<file path="src/rtl/td_slot_sched.sv">
module td_slot_sched #(
  parameter int N = 32,
  parameter logic [6:0] SKIP_CODE = 7'h1C,
  parameter logic [6:0] END_CODE  = 7'h1D,
  parameter logic [6:0] ACT_CODE  = 7'h1E
) (
  input  logic         clk,
  input  logic         rst_n,
  input  logic         en,
  input  logic         done,
  input  logic         reg_cs,
  input  logic [7:0]   reg_cmd,
  input  logic [N-1:0] reg_wdata,
  output logic [N-1:0] reg_rdata,
  output logic         slot_valid,
  output logic [$clog2(N)-1:0] slot_idx
);
  localparam int IW = $clog2(N);
  localparam logic [N-1:0] ONES = '1;

  logic [N-1:0]  skip_q, end_q;
  logic [IW-1:0] start_q;

  function automatic logic [IW-1:0] lowest(input logic [N-1:0] v);
    lowest = '0;
    for (int i = N - 1; i >= 0; i--)
      if (v[i]) lowest = IW'(i);
  endfunction

  wire [IW-1:0] pass_end = |end_q ? lowest(end_q) : IW'(N - 1);
  wire [N-1:0]  in_pass  = ONES >> (IW'(N - 1) - pass_end);
  wire [N-1:0]  elig     = ~skip_q & in_pass;
  wire          fire     = slot_valid & done;
  wire [IW-1:0] after    = (slot_idx >= pass_end) ? '0 : slot_idx + 1'b1;
  wire [IW-1:0] from     = fire ? after : start_q;
  wire [N-1:0]  upper    = elig & (ONES << from);
  wire [IW-1:0] pick     = |upper ? lowest(upper) : lowest(elig);
  wire          try_sel  = en & (fire | ~slot_valid);
  wire          wr       = reg_cs & reg_cmd[7];

  always_ff @(posedge clk or negedge rst_n) begin
    if (!rst_n) begin
      skip_q <= '0;
      end_q  <= '0;
    end else if (wr) begin
      if (reg_cmd[6:0] == SKIP_CODE) skip_q <= reg_wdata;
      if (reg_cmd[6:0] == END_CODE)  end_q  <= reg_wdata;
    end
  end

  always_ff @(posedge clk or negedge rst_n) begin
    if (!rst_n) begin
      slot_valid <= 1'b0;
      slot_idx   <= '0;
      start_q    <= '0;
    end else begin
      if (fire) start_q <= after;
      if (try_sel) begin
        slot_valid <= |elig;
        if (|elig) slot_idx <= pick;
      end else if (fire) begin
        slot_valid <= 1'b0;
      end
    end
  end

  always_comb begin
    reg_rdata = '0;
    if (reg_cs && !reg_cmd[7]) begin
      case (reg_cmd[6:0])
        SKIP_CODE: reg_rdata = skip_q;
        END_CODE:  reg_rdata = end_q;
        ACT_CODE:  reg_rdata = {{(N-IW){1'b0}}, slot_idx};
        default:   reg_rdata = '0;
      endcase
    end
  end


  hold_chk: assert property (@(posedge clk) disable iff (!rst_n)
    (slot_valid && !done) |=> (slot_valid && $stable(slot_idx)));


  pick_unskipped_chk: assert property (@(posedge clk) disable iff (!rst_n)
    (slot_valid && done && en) |=>
      (!slot_valid || ((($past(skip_q) >> slot_idx) & N'(1)) == N'(0))));


  disabled_idle_chk: assert property (@(posedge clk) disable iff (!rst_n)
    (!en && !slot_valid) |=> !slot_valid);


  pause_chk: assert property (@(posedge clk) disable iff (!rst_n)
    (slot_valid && done && !en) |=> (!slot_valid && $stable(slot_idx)));


  all_skip_chk: assert property (@(posedge clk) disable iff (!rst_n)
    ((&skip_q) && !slot_valid && !wr) |=> !slot_valid);
endmodule

</file>
<file path="config.mk">
export PLATFORM = sky130hd
export DESIGN_NAME = td_slot_sched
export DESIGN_NICKNAME = d
export VERILOG_FILES = /design/src/rtl/td_slot_sched.sv
export SDC_FILE = /design/constraint.sdc
export NUM_CORES = 1
export LEC_CHECK = 0
export ABC_AREA = 0
export BUFFER_PORTS_ARGS = -buffer_cell sky130_fd_sc_hd__buf_2
export CORE_MARGIN = 2
export CORE_UTILIZATION = 35
export DETAILED_ROUTE_END_ITERATION = 10
export PLACE_DENSITY = 0.66
export SLEW_MARGIN = 20
export SYNTH_ARGS = -nofsm -noshare
export SYNTH_HDL_FRONTEND = slang
export SYNTH_SLANG_ARGS = --single-unit
</file>
<file path="constraint.sdc">
create_clock -name clk -period 5.4 [get_ports clk]
set_input_delay 0.54 -clock clk [delete_from_list [all_inputs] [get_ports clk]]
set_output_delay 0.54 -clock clk [all_outputs]
set_load 0.01 [all_outputs]
</file>
* Yosys cells after proc, flatten, opt, wreduce, memory -nomap -nowiden *
Cells that the tools add are included.
Widths: inputs -> output; s select.

word-level totals
  register bits after elaboration = 75
  output and inout port bits = 38
  logic and storage cells = 134

operators by class
  add/sub/neg operators = 2
  $lt $le $gt $ge = 1
  eq/ne operators = 3
  shift operators = 2
  mux-type cells = 104
  bitwise gates (word level) = 8
  reduce and logical (&&, ||, !) cells = 9

operator list
  cell                   count
  $mux 5                 100
  $pmux 32 s3            1
  $reduce_or 32->1       3
  $and 32x32->32         2
  $mux 32                1
  $not 32->32            1
  $shl 32x5->32 const A  1
  $shr 32x5->32 const A  1
  $eq 7x5->1 const B     3
  $reduce_and 2->1       3
  $add 5x1->5 const B    1
  $ge 5x5->1             1
  $sub 5x5->5 const A    1
  $and 1x1->1            3
  $mux 1                 2
  $reduce_bool 2->1      1
  $logic_and 1x1->1      1
  $logic_not 1->1        1
  $not 1->1              1
  $or 1x1->1             1

* Longest topological paths before layout *
  depth after elaboration = 71
  depth in mapped cells = 22
  mapped depth without buffers = 21

* Worst setup path after synthesis *
No wires, ideal clock.

  path kind = register to register
  start = register end_q[4]
  end = register slot_idx[0]
  library setup time = 0.122 ns
  arrival time = 5.030 ns
  required time = 5.278 ns
  setup slack = 0.249 ns
  stages on the path, launching flop included = 20
  period minus slack after synthesis = 5.151 ns
  cell sequence = dfrtp_1 > nor4_1 > nand4_1 > or3_1 > and2_1 > clkbuf_1 > ha_1 > a2111oi_1 > or2_2 > o21ai_2 > o21a_4 > clkinv_2 > nand2_1 > a22oi_2 > o211ai_1 > a211o_1 > or3_1 > or2_4 > a211o_1 > a32o_1

on the way
  cells in the longest elaborated chain, start to end = 44
  elaborated cells on any way between the ends = 83
  those cells by class = 1 x add/sub; 1 x order compare; 2 x shift; 73 x mux; 2 x bitwise; 4 x reduce/logical

ends and longest elaborated chain
  element                 RTL line  RTL
  start, declared         21        logic [N-1:0] skip_q, end_q;
  start signal, assigned  47        if (reg_cmd[6:0] == END_CODE) end_q <= reg_wdata;
  $mux 5 (5 in series)    27        if (v[i]) lowest = IW'(i);
  $mux 5 *                30        wire [IW-1:0] pass_end = |end_q ? lowest(end_q) : IW'(N - 1);
  $ge 5x5->1              34        wire [IW-1:0] after = (slot_idx >= pass_end) ? '0 : slot_idx + 1'b1;
  $mux 5                  34
  $mux 5                  -
  $shl 32x5->32           36        wire [N-1:0] upper = elig & (ONES << from);
  $and 32x32->32          36
  $mux 5 (32 in series)   27
  $mux 5                  37        wire [IW-1:0] pick = |upper ? lowest(upper) : lowest(elig);
  end signal, assigned    60        if (|elig) slot_idx <= pick;
  end, declared           16        output logic [$clog2(N)-1:0] slot_idx

Mark *: on every way between the ends. The rest lies on a longest branch, timed or not.
A chain may end at the register's enable or synchronous reset.

* Worst setup path after layout *
  start = register end_q[24]
  end = register slot_idx[0]

on the way
  cells in the longest elaborated chain, start to end = 64
  elaborated cells on any way between the ends = 103
  those cells by class = 1 x add/sub; 1 x order compare; 2 x shift; 93 x mux; 2 x bitwise; 4 x reduce/logical

ends and longest elaborated chain
  element                RTL line
  $mux 5 (25 in series)  27
  $mux 5 *               30
  $ge 5x5->1             34
  $mux 5                 34
  $mux 5                 -
  $shl 32x5->32          36
  $and 32x32->32         36
  $mux 5 (32 in series)  27
  $mux 5                 37

Marked as above.

==> impl_metrics.env <==
export IMPL_area_delta_synth_final_pct=21.3
export IMPL_p_seq_share_pct=21.8
export IMPL_synth_distinct_cells=82
export IMPL_clock_latency_ns=0.35
export IMPL_swShare_pct=45.4
export IMPL_p_int_mw=1.71
export IMPL_via_per_inst=5.97
export IMPL_async_reset_ff_share_pct=100
export IMPL_synth_edf_count=0
export IMPL_synth_ff_type="dfrtp_1"
export IMPL_min_period_over_period_pct=95.4
export IMPL_cp_num_buf_inv=2
export IMPL_holdWs_ns=0.207
export IMPL_tritoncts="done"
export IMPL_coreArea_um2=16700
export IMPL_reg2reg_from="end_q[24]"
export IMPL_grtUsageMet3_pct=4.49
export IMPL_rsz0062_at_grt="false"
export IMPL_synth_most_common_cell="nor2_1"
export IMPL_start_kind="flop"
export IMPL_drv_cap=0
export IMPL_setup_tns_ns=0
export IMPL_leakage_nw=3.28
export IMPL_die_w_um=135
export IMPL_cts_max_level=3
export IMPL_overflow=0
export IMPL_synth_area_leaders="dfrtp_1 31%, mux2_2 12%, nor2_1 5.9%"
export IMPL_use_met2_pct=33.2
export IMPL_cts_max_path_buffers=2
export IMPL_grt_met1_usage_pct=32.0
export IMPL_cp_arrival_ns=5.39
export IMPL_setup_worst_path_end_class="flop"
export IMPL_cts_setup_buffers=0
export IMPL_syn_nets=755
export IMPL_yosysWarnings=0
export IMPL_floorplan_rows=47
export IMPL_reg2reg_depth=20
export IMPL_die_y_um=135
export IMPL_num_io_pins=83
export IMPL_finClkSkew_ns=0.0103
export IMPL_stdcell_area_um2=7300
export IMPL_comb_power_share_pct=56.5
export IMPL_synth_top_area_share_pct=31.2
export IMPL_timing_fmax_mhz=194
export IMPL_synth_cells=705
export IMPL_total_power_mw=3.13
export IMPL_antenna_found_initial=0
export IMPL_finish_utilization_pct=43.7
export IMPL_first_pass_iters=7
export IMPL_min_path_type="input port to asynchronous set/reset pin"
export IMPL_cts_inserted_buffers=9
export IMPL_layout_cells_non_filler=1037
export IMPL_r2r_end="slot_idx[0]"
export IMPL_cts_root_buffer="clkbuf_16"
export IMPL_dp_slack_ns=0.170
export IMPL_critical_path_class="flop to flop"
export IMPL_vias=6191
export IMPL_cts_sinks=75
export IMPL_dieArea_um2=18300
export IMPL_tightest_slew_ns=1.10
export IMPL_dpl_instance_area_um2=6900
export IMPL_drtIter0Drc=590
export IMPL_reg2reg_slack_ns=0.25
export IMPL_critPathMaxStageDelay_ns=0.54
export IMPL_wl_per_cell_um=19.6
export IMPL_drive_gt1_share_pct=30.0
export IMPL_grt_pass1_wl_um=32200
export IMPL_crit_fanout=6
export IMPL_grt_total_usage_pct=22.4
export IMPL_ys_ff_latch=75
export IMPL_period_minus_slack_ns=5.15
export IMPL_avgSynthCellArea_um2=8.54
export IMPL_slew_violations=0
export IMPL_fin_ws_ns=0.246
export IMPL_crit_required_ns=5.63
export IMPL_gp_congestion=1.02
export IMPL_n_antenna_cell=0
export IMPL_synth_common_cells="95 x nor2_1, 75 x dfrtp_1, 65 x mux2_2, 54 x nand2_1, 45 x a21oi_1"
export IMPL_hpwlAfterDp_um=15600
export IMPL_maxSlewHeadroom_pct=26.6
export IMPL_ir_worst_vdd_mv=0.187
export IMPL_wirelength_um=20300
export IMPL_status="complete, no violations"
export IMPL_grt_pass1_vias=5857
export IMPL_final_nets=862
export IMPL_hold_buffers=0
export IMPL_clkPwrFrac_pct=21.8
export IMPL_cp_cell_sequence="or4_4, nand2b_4, or3_4, nand2_1, ha_1, nand2b_1, a2111oi_2, buf_4, or2_2, o21ai_2, o21a_4, clkinv_2, nand2_1, a22oi_2, o211ai_1, a211o_1, or3_1, or2_4, a211o_1, a32o_1"
export IMPL_route_detailed_drc=0
export IMPL_grt_start_max_net_pins=76
export IMPL_netSwitchingPower_mw=1.42
export IMPL_setup_viol_count_final=0
export IMPL_hold_viol=0
export IMPL_slowest_stage="or4_4"
export IMPL_syn_cell_area_um2=6020
export IMPL_dp_cells=1021
export IMPL_clkTransAtPathRegs_ns=0.07
export IMPL_ant_nets=0
export IMPL_power_density_nw_per_um2=429
export IMPL_io_buffers=82
export IMPL_synth_top_area_cell="dfrtp_1"
export IMPL_grt_busiest_layer="met2"
export IMPL_start_util_pct=36.1
export IMPL_crit_family="simple AND/OR/NAND/NOR gates"
export IMPL_synth_seq_area_share_pct=31.2
flip-flops by register name, summed over array words and instances (netlist names):
signal / count
end_q: 32
skip_q: 32
slot_idx: 5
slot_valid: 1
start_q: 5
layout make-up:
type,instances,area [um^2]
fill,1683,9400
multi-input combinational,587,4000
sequential,75,1880
timing repair buffer,129,769
tap,220,275
clock buffer,9,225
clock inverter,7,106
inverter,10,48.8
power by group through the flow:
stage | Combinational [mW] | Clock, mW | Sequential, mW
2_1_floorplan | 1.13 | 0 | 0.671
3_3_place_gp | 1.70 | 0 | 0.691
3_5_place_dp | 1.68 | 0 | 0.690
4_1_cts | 1.69 | 0.694 | 0.680
5_1_grt | 1.92 | 0.719 | 0.689
6_report | 1.77 | 0.681 | 0.681
cells in the final DEF, fill, tap and decap left out, types with 12 or more instances in the layout:
master,netlist,layout
nor2_1,95,95
dfrtp_1,75,75
buf_2,2,81
o21ai_0,41,40
nand2_1,54,54
nand3_1,16,16
buf_4,1,47
a31oi_1,13,12
mux2_2,65,65
mux2i_1,32,32
nor3_1,24,24
a21oi_1,45,45
worst max-delay path by stage:
stage,from,end,slack [ns],cells past startpoint
finish,end_q[24],slot_idx[0],0.25,20
detailed placement,end_q[25],slot_idx[0],0.17,20
CTS,end_q[24],slot_idx[0],0.12,20
floorplan,end_q[4],slot_idx[0],0.25,19
global route,end_q[11],slot_idx[0],0.02,21
global placement,end_q[25],slot_idx[0],0.25,19
routing by layer:
metal	routed length, um	part of all wire, %	vias to the layer above
met2	8870	44	300
met1	9290	46	2942
met3	1480	7.3	48
li1	-	-	2901
met4	637	3.1	0
met5	0	0	-
kinds of logic (layout without fill, tap and decap cells):
kind of cell / count (synthesis) / after routing / share of synthesized area [%]
and+or+nand+nor: 265 / 265 / 21.5
AOI/OAI and AO/OA: 217 / 217 / 24.9
muxes: 97 / 97 / 17.5
DFF: 75 / 75 / 31.2
buffers and inverters: 43 / 155 / 3.47
adders and majority gates: 5 / 5 / 1.04
xor gates and xnor gates: 3 / 3 / 0.436
repair_timing:
action,CTS,global route
endpoints found under the setup margin,0,3
endpoints found under the hold margin,0,0
gates resized for setup,0,12
No activity file was read; power rests on OpenSTA's default activity.
